## config.mk

```make
export PLATFORM = sky130hd
export DESIGN_NAME = irq_xfer_channel
export DESIGN_NICKNAME = d
export VERILOG_FILES = /design/src/rtl/irq_xfer_channel.sv
export SDC_FILE = /design/constraint.sdc
export NUM_CORES = 1
export LEC_CHECK = 0
export CORE_MARGIN = 4
export CORE_UTILIZATION = 30
export CTS_BUF_LIST = sky130_fd_sc_hd__clkbuf_8
export DETAILED_ROUTE_END_ITERATION = 10
export GPL_ROUTABILITY_DRIVEN = 0
export PLACE_DENSITY = 0.59
export SLEW_MARGIN = 10
export SYNTH_ARGS = -nofsm -noshare
export SYNTH_HDL_FRONTEND = slang
export SYNTH_SLANG_ARGS = --single-unit
```

## constraint.sdc

```tcl
create_clock -name clk -period 4.5 [get_ports clk]
set_input_delay 0.9 -clock clk [delete_from_list [all_inputs] [get_ports clk]]
set_output_delay 0.9 -clock clk [all_outputs]
set_load 0.01 [all_outputs]
```

## src/rtl/irq_xfer_channel.sv

```systemverilog
module irq_xfer_channel #(
  parameter int AW     = 24,
  parameter int PAGE_W = 16,
  parameter int IOW    = 16,
  parameter int DW     = 16,
  parameter int CW     = 16
) (
  input  logic          clk,
  input  logic          rst_n,
  input  logic          cfg_we,
  input  logic [1:0]    cfg_sel,
  input  logic [AW-1:0] cfg_wdata,
  output logic [7:0]    ctrl_out,
  output logic          enabled,
  output logic [AW-1:0] buf_ptr,
  output logic [IOW-1:0] io_ptr,
  output logic [CW-1:0] count,
  input  logic          req,
  input  logic          end_req,
  output logic          xfer_ack,
  output logic          done_irq,
  output logic          bus_req,
  output logic          bus_we,
  output logic          bus_word,
  output logic [AW-1:0] bus_addr,
  output logic [DW-1:0] bus_wdata,
  input  logic [DW-1:0] bus_rdata,
  input  logic          bus_rdy
);
  typedef enum logic [1:0] {S_IDLE, S_RD, S_WR} st_t;
  st_t st;

  logic [4:0]    ctl;
  logic [DW-1:0] dbuf;

  wire term_en = ctl[0];
  wire to_io   = ctl[1];
  wire bp_fix  = ctl[2];
  wire word    = ctl[3];
  wire io_fix  = ctl[4];

  wire              idle    = (st == S_IDLE);
  wire              start   = idle && enabled && req && !xfer_ack;
  wire              stop_pe = start && term_en && end_req;
  wire [PAGE_W-1:0] step    = word ? PAGE_W'(2) : PAGE_W'(1);
  wire [AW-1:0]     io_addr = {{(AW-IOW){1'b0}}, io_ptr};

  assign ctrl_out  = {3'b000, ctl};
  assign bus_req   = !idle;
  assign bus_we    = (st == S_WR);
  assign bus_word  = word;
  assign bus_addr  = ((st == S_RD) == to_io) ? buf_ptr : io_addr;
  assign bus_wdata = dbuf;

  always_ff @(posedge clk) begin
    if (!rst_n) begin
      st <= S_IDLE;
      ctl <= '0;
      enabled <= 1'b0;
      buf_ptr <= '0;
      io_ptr <= '0;
      count <= '0;
      dbuf <= '0;
      xfer_ack <= 1'b0;
      done_irq <= 1'b0;
    end else begin
      xfer_ack <= 1'b0;
      done_irq <= 1'b0;
      if (cfg_we && idle) begin
        case (cfg_sel)
          2'd0: begin ctl <= cfg_wdata[4:0]; enabled <= cfg_wdata[8]; end
          2'd1: buf_ptr <= cfg_wdata;
          2'd2: io_ptr <= cfg_wdata[IOW-1:0];
          default: count <= cfg_wdata[CW-1:0];
        endcase
      end
      case (st)
        S_IDLE: begin
          if (stop_pe) begin
            enabled <= 1'b0;
            xfer_ack <= 1'b1;
            done_irq <= 1'b1;
          end else if (start) begin
            st <= S_RD;
          end
        end
        S_RD: begin
          if (bus_rdy) begin
            dbuf <= word ? bus_rdata : {{(DW-8){1'b0}}, bus_rdata[7:0]};
            st <= S_WR;
          end
        end
        default: begin
          if (bus_rdy) begin
            st <= S_IDLE;
            xfer_ack <= 1'b1;
            count <= count - 1'b1;
            if (!bp_fix) buf_ptr[PAGE_W-1:0] <= buf_ptr[PAGE_W-1:0] + step;
            if (!io_fix) io_ptr <= io_ptr + IOW'(step);
            if (count == CW'(1)) begin
              enabled <= 1'b0;
              done_irq <= 1'b1;
            end
          end
        end
      endcase
    end
  end


  ack_single_chk: assert property (@(posedge clk) disable iff (!rst_n)
    xfer_ack |=> !xfer_ack);


  bus_hold_chk: assert property (@(posedge clk) disable iff (!rst_n)
    (bus_req && !bus_rdy) |=> (bus_req && $stable(bus_addr) && $stable(bus_we)));


  page_keep_chk: assert property (@(posedge clk) disable iff (!rst_n)
    !(cfg_we && cfg_sel == 2'd1) |=> $stable(buf_ptr[AW-1:PAGE_W]));


  irq_disable_chk: assert property (@(posedge clk) disable iff (!rst_n)
    done_irq |-> (!enabled && xfer_ack));


  bus_only_enabled_chk: assert property (@(posedge clk) disable iff (!rst_n)
    bus_req |-> enabled);
endmodule

```

Yosys cells after proc, flatten, opt, wreduce, memory -nomap -nowiden
Cells that the tools add are included.

operators by class
  $add $sub $neg = 3
  multiply operators = 0
  divide/modulo/power cells = 0
  $lt $le $gt $ge = 0
  equal/unequal tests = 9
  shifts and indexed selects = 0
  multiplexer cells = 34
  bitwise logic cells = 0
  reduce and logical (&&, ||, !) cells = 17

operators with widths
  cell                     number
  $mux W16                 15
  $add A16 B2 Y16          2
  $mux W24                 1
  $eq A16 B1 Y1 const B    1
  $sub A16 B1 Y16 const B  1
  $mux W2                  5
  $mux W1                  9
  $logic_and A1 B1 Y1      6
  $pmux W1 S2              3
  $reduce_and A2 Y1        3
  $eq A2 B1 Y1 const B     2
  $eq A2 B2 Y1 const B     2
  $logic_not A2 Y1         2
  $ne A2 B2 Y1 const B     2
  $pmux W2 S2              1
  $reduce_and A4 Y1        1
  $reduce_or A3 Y1         1
  $logic_not A1 Y1         2
  $ne A2 B1 Y1 const B     1
  $reduce_bool A2 Y1       1
  $reduce_or A2 Y1         1
  $eq A1 B1 Y1             1

word-level totals
  register bits after elaboration = 82
  latch bits = 0
  RAM bits = 0
  bits in read-only memories = 0
  input port bits = 48
  output and inout port bits = 110
  word-level logic and storage cells = 73
  memories kept = 0

Depth between registers and ports, before layout
Gate-level depths: netlist (run 1).

  depth in word-level cells = 8
  gate-level depth with buffers = 10
  gate-level depth less buffers = 8

Least setup slack after synthesis (run 1)
No wires, ideal clock.

  kind = reg2out
  start point = register st[1]
  end point = output port bus_addr[10]
  arrival time = 1560 ps
  data required time = 3600 ps
  slack = 2040 ps
  cell stages (with the launch flop) = 5
  path buffers = 1
  path through = dfxtp_1 > and2b_1 > xnor2_2 > buf_2 > mux2_2

on the way
  longest elaborated chain between the ends = 3

RTL lines
  what                      line  source
  start: declaration        31    st_t st;
  start signal: assignment  57    st <= S_IDLE;
  start signal: assignment  84    st <= S_RD;
  start signal: assignment  90    st <= S_WR;
  $eq A2 B1 Y1              52    assign bus_addr = ((st == S_RD) == to_io) ? buf_ptr : io_addr;
  $eq A1 B1 Y1              52
  $mux W24                  52
  end: declaration          25    output logic [AW-1:0] bus_addr,

No other way between the ends.

Worst setup path in the final report (run 1)
  start point = register st[1]
  end point = output port bus_addr[2]

The elaborated chain is that of the path after synthesis.

==> results.yml, run 1 <==
sta:
  layout_worst_path_cycle_share_pct: 77.03
  timing.max_slew.rel_slack_pct: 37.71
  slew_viol_final: 0
  postLayoutSetupSlackWorst_ns: 1.034
  maxClockFrequency_mhz: 288.5
  worst_slew_pin_slew_ns: 0.9309
  hold_viol_final: 0
  worst_clock_skew_ns: 0.01181
  final.setup.tns_ns: 0
  rsz_0062_raised_after_global_routing: "no"
  final_critical_path_required_period_ns: 3.466
  final-setup-viol-count: 0
  worst_hold_slack_ns: 0.4590
synth:
  synthMostInstantiatedCell: "sky130_fd_sc_hd__nand2_1"
  synthArstFlopShare_pct: 0
  post_synth_inst_count: 565
  synth-edff-count: 0
  share_of_synthesized_area_occupied_by_flip_flops_and_latches_pct: 36.22
  yosys.area.top_type_share_pct: 36.22
  synthTopCellsByCount: "sky130_fd_sc_hd__nand2_1, sky130_fd_sc_hd__dfxtp_1, sky130_fd_sc_hd__a21oi_1, sky130_fd_sc_hd__nand3_1, sky130_fd_sc_hd__nor2_1"
  synthesis.area_per_instance_sq_um: 8.021
  yosys_register_bits: 82
  synth.distinct_cells: 67
  synth_flop_cell: "sky130_fd_sc_hd__dfxtp_1"
  synth-warning-count: 0
  mappedNetlistArea_sq_mm: 0.004532
  synth_top_cells_by_area: "sky130_fd_sc_hd__dfxtp_1, sky130_fd_sc_hd__a21oi_1, sky130_fd_sc_hd__nand2_1, sky130_fd_sc_hd__mux2_2, sky130_fd_sc_hd__nand3_1"
  synth_top_area_cell: "sky130_fd_sc_hd__dfxtp_1"
die:
  placementRows: 44
  fp.dieH_microns: 130.9
  fp.dieArea_sq_mm: 0.01714
  num_io_pins: 158
  core_area_sq_mm: 0.01464
  floorplan.initialDensity_pct: 30.95
  dieWidth_microns: 130.9
cells_and_area:
  antennaDiodeCount: 0
  drive_gt1_share_pct: 7.692
  design.final.nets: 753
  final_cell_count_no_fill: 886
  layout.filler_cells: 1476
  finalInstanceArea_sq_mm: 0.006355
  syn_to_final_growth_pct: 40.23
  final_core_utilization_pct: 43.40
  multi_input_combinational_cell_area_sq_mm: 0.002628
  area_occupied_by_registers_sq_mm: 0.001642
worst_setup_path:
  crit_path_start_kind: "flop"
  regToRegSetupSlack_ns: 1.82
  slowest_delay_ns: 0.63
  worstPathCellList: "and2b_1 -> xnor2_2 -> buf_4 -> mux2_2 -> clkdlybuf4s50_1"
  regToRegEndpoint: "buf_ptr[14]"
  crit_buf_inv: 2
  top_family_by_delay_on_critical_path: "buffers and inverters"
  worst_path_max_delay_cell: "sky130_fd_sc_hd__dfxtp_1"
  criticalPathCategory: "reg2out"
  number_of_cells_on_the_critical_path: 5
  worstSetupStartpoint: "st[1]"
  worst_setup_path_endpoint: "bus_addr[2]"
  worstPathRequired_ns: 3.60
  crit_path_max_fanout: 27
  critical_path.reg2reg.startpoint: "ctl[3]"
  worst_r2r_path_depth: 8
  critical_path_arrival_ns: 2.57
  cp-end-kind: "output port"
global_routing:
  grt_use_total_pct: 18.79
  gr-total-overflow: 0
  grt_start_max_net_pins: 40
  grt_antenna_before_repair: 0
  grt_pass1_vias: 4645
  grt_first_pass_wirelength_microns: 25330
status:
  run_status: "finished clean"
route:
  wl_microns: 16260
  avgRoutedWirePerCell_microns: 18.35
  dr_total_vias: 4933
  drt_first_iter_violations: 511
  drt_pass1_iterations: 5
  final_ant_viol_nets: 0
  drt_drc_violations_left: 0
  drt-vias-per-instance: 5.568
placed_design:
  pre_cts_ws_ns: 1.407
  post_dp_cell_area_sq_mm: 0.006153
  hpwlAfterDp_microns: 12070
  post-place-cells: 870
  portBuffers: 154
power_and_ir_drop:
  cellLeakagePower_nw: 2.203
  worst_ir_drop_vdd_mv: 0.1402
  power_per_cell_area_mw_per_mm2: 248.7
  total_power_mw: 1.581
cts:
  skew_pair_late_insertion_delay_ns: 0.36
  cts.path.max_buffers: 2
  post-cts-setup-buffer-count: 0
  cts-htree-levels: 3
  cts_tree: "yes"
  cts.sinks: 82
  clkSlewWorstSetupHoldPaths_ns: 0.09
  clock_tree.root_cell: "sky130_fd_sc_hd__clkbuf_8"
  post_cts.resized_instances: 0
  post_cts_hold_buffer_count: 0
  cts_buffers: 9
worst_hold_path:
  holdCritPathClass: "reg2reg"
flow_run:
  cap_violations: 0
## flip-flops by register name, summed over array words and instances, names as in the netlist
register   count
bus_wdata     16
ctl            5
done_irq       1
st             2
count         16
xfer_ack       1
enabled        1
buf_ptr       24
io_ptr        16
## cell families after synthesis
kind of cell	share of synthesized area, %
muxes	4.362
and+or+nand+nor	27.30
adders and majority gates	2.540
DFF	36.22
AOI/OAI and AO/OA	22.97
xor gates and xnor gates	0.5523
buffers and inverters	5.963
other	0.08275
## worst register-to-register path: cells and delay by family (launching register included)
kind,cells,cell delay [ns]
AOI/OAI and AO/OA,1,0.15
adders and majority gates,2,0.65
and+or+nand+nor,3,1.02
DFF,1,0.47
buffers and inverters,2,0.33
## cell type report
cell class	instances	share of cell area [%]
Clock buffer	9	1.949
Clock inverter	7	1.221
Inverter	14	0.8269
Multi-Input combinational cell	428	41.35
Sequential cell	82	25.83
Tap cell	184	3.623
Timing Repair Buffer	162	25.20
## worst min path at each step
stage                              from            end  slack (ns)  cells after the start
after floorplan           bus_wdata[10]  bus_wdata[10]        0.48                      2
after global placement    bus_wdata[11]  bus_wdata[11]        0.44                      2
after detailed placement  bus_wdata[11]  bus_wdata[11]        0.45                      2
after CTS                  bus_wdata[9]   bus_wdata[9]        0.46                      2
after global routing      bus_wdata[10]  bus_wdata[10]        0.47                      2
final                      bus_wdata[9]   bus_wdata[9]        0.46                      2
## where the power goes
group / internal, mW / leakage (nW) / total (mW) / switching, mW
registers: 0.745 / 0.665 / 0.777 / 0.0313
logic: 0.129 / 1.44 / 0.253 / 0.124
clock network: 0.260 / 0.0998 / 0.551 / 0.291
## layer usage
| layer | vias to the layer above | share of wire, % | global-route usage (%) |
|---|---|---|---|
| met4 | 0 | 2.1 | 6.473 |
| met2 | 199 | 46 | 28.28 |
| met3 | 34 | 6.2 | 3.496 |
| met5 | - | 0 | 0 |
| li1 | 2329 | - | - |
| met1 | 2371 | 46 | 26.93 |
## cells in the final DEF, fill, tap and decap left out, types with 3 or more instances in the layout
master and instances:
sky130_fd_sc_hd__clkdlybuf4s50_1 154, sky130_fd_sc_hd__nand2_1 85, sky130_fd_sc_hd__dfxtp_1 82, sky130_fd_sc_hd__a21oi_1 67, sky130_fd_sc_hd__nand3_1 29, sky130_fd_sc_hd__nor2_1 29
sky130_fd_sc_hd__o21ai_0 24, sky130_fd_sc_hd__a31oi_1 15, sky130_fd_sc_hd__mux2_2 14, sky130_fd_sc_hd__inv_1 12, sky130_fd_sc_hd__and3_1 12, sky130_fd_sc_hd__or3_1 12
sky130_fd_sc_hd__and2_1 11, sky130_fd_sc_hd__nor3_1 11, sky130_fd_sc_hd__clkbuf_8 9, sky130_fd_sc_hd__o211ai_1 8, sky130_fd_sc_hd__buf_4 8, sky130_fd_sc_hd__nand4_1 7
sky130_fd_sc_hd__a211oi_1 6, sky130_fd_sc_hd__a32oi_1 6, sky130_fd_sc_hd__o311ai_0 6, sky130_fd_sc_hd__ha_1 6, sky130_fd_sc_hd__a311oi_1 5, sky130_fd_sc_hd__or4_1 5
sky130_fd_sc_hd__a2bb2oi_1 4, sky130_fd_sc_hd__nor4_1 4, sky130_fd_sc_hd__mux2i_1 4, sky130_fd_sc_hd__a22oi_1 3, sky130_fd_sc_hd__conb_1 3, sky130_fd_sc_hd__clkinv_4 3
(Power assumes the default switching activity.)
==> run 2: changes to the inputs <==
PLACE_DENSITY = 0.61   (was 0.59)
clock period = 3.1 ns   (was 4.5 ns; I/O delays follow)
==> results.yml, run 2 (same netlist as run 1, synthesis figures left out) <==
worst_setup_path:
  worstPathRequired_ns: 2.48
  cp-end-kind: "output port"
  slowest_delay_ns: 0.48
  crit_path_max_fanout: 27
  worst_path_max_delay_cell: "sky130_fd_sc_hd__clkdlybuf4s50_1"
  crit_path_start_kind: "flop"
  critical_path_arrival_ns: 2.30
  worstPathCellList: "and2b_1 -> xnor2_2 -> buf_4 -> mux2_2 -> clkdlybuf4s50_1"
  criticalPathCategory: "reg2out"
sta:
  postLayoutSetupSlackWorst_ns: 0.1765
  final-setup-viol-count: 0
  worst_clock_skew_ns: 0.01171
  rsz_0062_raised_after_global_routing: "no"
  maxClockFrequency_mhz: 342.1
  slew_viol_final: 0
  worst_slew_pin_slew_ns: 0.6099
  hold_viol_final: 0
  timing.max_slew.rel_slack_pct: 59.03
  worst_hold_slack_ns: 0.4556
  final.setup.tns_ns: 0
  layout_worst_path_cycle_share_pct: 94.31
  final_critical_path_required_period_ns: 2.923
route:
  drt_first_iter_violations: 569
  avgRoutedWirePerCell_microns: 18.29
  drt-vias-per-instance: 5.567
  wl_microns: 16330
  routed.top_layer: "met4"
  wl_met1_microns: 7421
  final_ant_viol_nets: 0
  dr_total_vias: 4971
  met3RoutedLength_microns: 1103
  drt_pass1_iterations: 5
  detailroute.wirelength.met2_microns: 7311
  drt_drc_violations_left: 0
die:
  fp.dieH_microns: 130.9
  num_io_pins: 158
  core_area_sq_mm: 0.01464
  placementRows: 44
  dieWidth_microns: 130.9
  floorplan.initialDensity_pct: 30.95
  fp.dieArea_sq_mm: 0.01714
placed_design:
  pre_cts_ws_ns: 0.3829
  portBuffers: 154
  hpwlAfterDp_microns: 12200
  post_dp_cell_area_sq_mm: 0.006213
cts:
  cts_tree: "yes"
  clock_tree.root_cell: "sky130_fd_sc_hd__clkbuf_8"
  cts-htree-levels: 3
  cts.sinks: 82
  clkSlewWorstSetupHoldPaths_ns: 0.09
  post_cts_hold_buffer_count: 0
  skew_pair_late_insertion_delay_ns: 0.37
  cts.path.max_buffers: 2
  cts_buffers: 9
global_routing:
  grt_use_total_pct: 18.64
  grt_pass1_vias: 4676
  grt_first_pass_wirelength_microns: 25070
  grt_antenna_before_repair: 0
  gr-total-overflow: 0
  grt_start_max_net_pins: 40
cells_and_area:
  design.final.nets: 761
  finalInstanceArea_sq_mm: 0.006455
  drive_gt1_share_pct: 8.745
  final_core_utilization_pct: 44.08
  layout.cells.most_common: "sky130_fd_sc_hd__clkdlybuf4s50_1"
  antennaDiodeCount: 0
  mostFrequentLayoutCells: "sky130_fd_sc_hd__clkdlybuf4s50_1, sky130_fd_sc_hd__nand2_1, sky130_fd_sc_hd__dfxtp_1, sky130_fd_sc_hd__a21oi_1"
  syn_to_final_growth_pct: 42.44
  largest_register_ffs: 24
  largest-register: "buf_ptr"
power_and_ir_drop:
  p_sw_mw: 0.6256
  combinationalPowerShare_pct: 15.1
  worst_ir_drop_vdd_mv: 0.1853
  p_sw_share_pct: 25.53
  clockPowerShare_pct: 38.8
  power_per_cell_area_mw_per_mm2: 379.6
  power_report.internal_total_mw: 1.824
  power.share.sequential_pct: 46.0
  cellLeakagePower_nw: 2.261
worst_hold_path:
  holdCritPathClass: "reg2reg"
flow_run:
  cap_violations: 0
status:
  run_status: "finished clean"
-- run 2: changes by cell type in the layout (fill, tap and decap cells not counted), sizes merged --
cell	before	now
clkbuf	9	10
bufinv	1	3
clkinv	4	1
inv	15	14
buf	8	16
-- run 2: area by class of cell --
cell class | instances | area (sq um)
flip-flops and latches | 82 | 1643
repair buffers | 170 | 1662
multi-input cells | 428 | 2628
fillers | 1435 | 8189
inverters | 14 | 52.55
well taps | 184 | 230.2
clock inverters | 5 | 102.6
clock buffers | 10 | 137.6
-- run 2: critical path, delay by kind of cell, from the launching register on --
kind	cells	cell delay, ns
xor gates and xnor gates	1	0.12
buffers and inverters	2	0.78
muxes	1	0.38
DFF	1	0.43
and+or+nand+nor	1	0.22
-- run 2: per-stage QoR --
step / std cells / power, mW
4_1_cts: 893 / 2.476
5_1_grt: 893 / 2.547
6_report: 893 / 2.450
3_5_place_dp: 878 / 1.521
3_3_place_gp: 878 / 1.517
2_1_floorplan: 567 / 1.308
-- run 2: what timing repair did --
| item | in CTS | in global routing |
|---|---|---|
| endpoints found under the setup margin | 0 | 14 |
| buffers inserted | 0 | 0 |
| resized for setup | 0 | 1 |
-- run 2: power by group through the flow --
stage	clock network (mW)	registers (mW)	logic [mW]
global route	1.01	1.13	0.401
global placement	0	1.15	0.367
floorplan	0	1.15	0.159
finish	0.951	1.13	0.371
detailed placement	0	1.15	0.370
CTS	0.978	1.13	0.371
-- run 2: worst paths after layout --
kind	from	endpoint	slack [ns]	cells after the start
worst max-delay path	st[0]	bus_addr[11]	0.18	5
worst min-delay path	bus_wdata[9]	bus_wdata[9]	0.46	2
worst min register to register	bus_wdata[9]	bus_wdata[9]	0.46	2
worst max register to register	ctl[3]	buf_ptr[14]	0.45	8
-- run 2: layer usage --
metal,vias up,GRT usage [%]
met2,233,28.25
met3,37,3.821
met5,-,0
li1,2343,-
met1,2358,26.21
met4,0,6.776
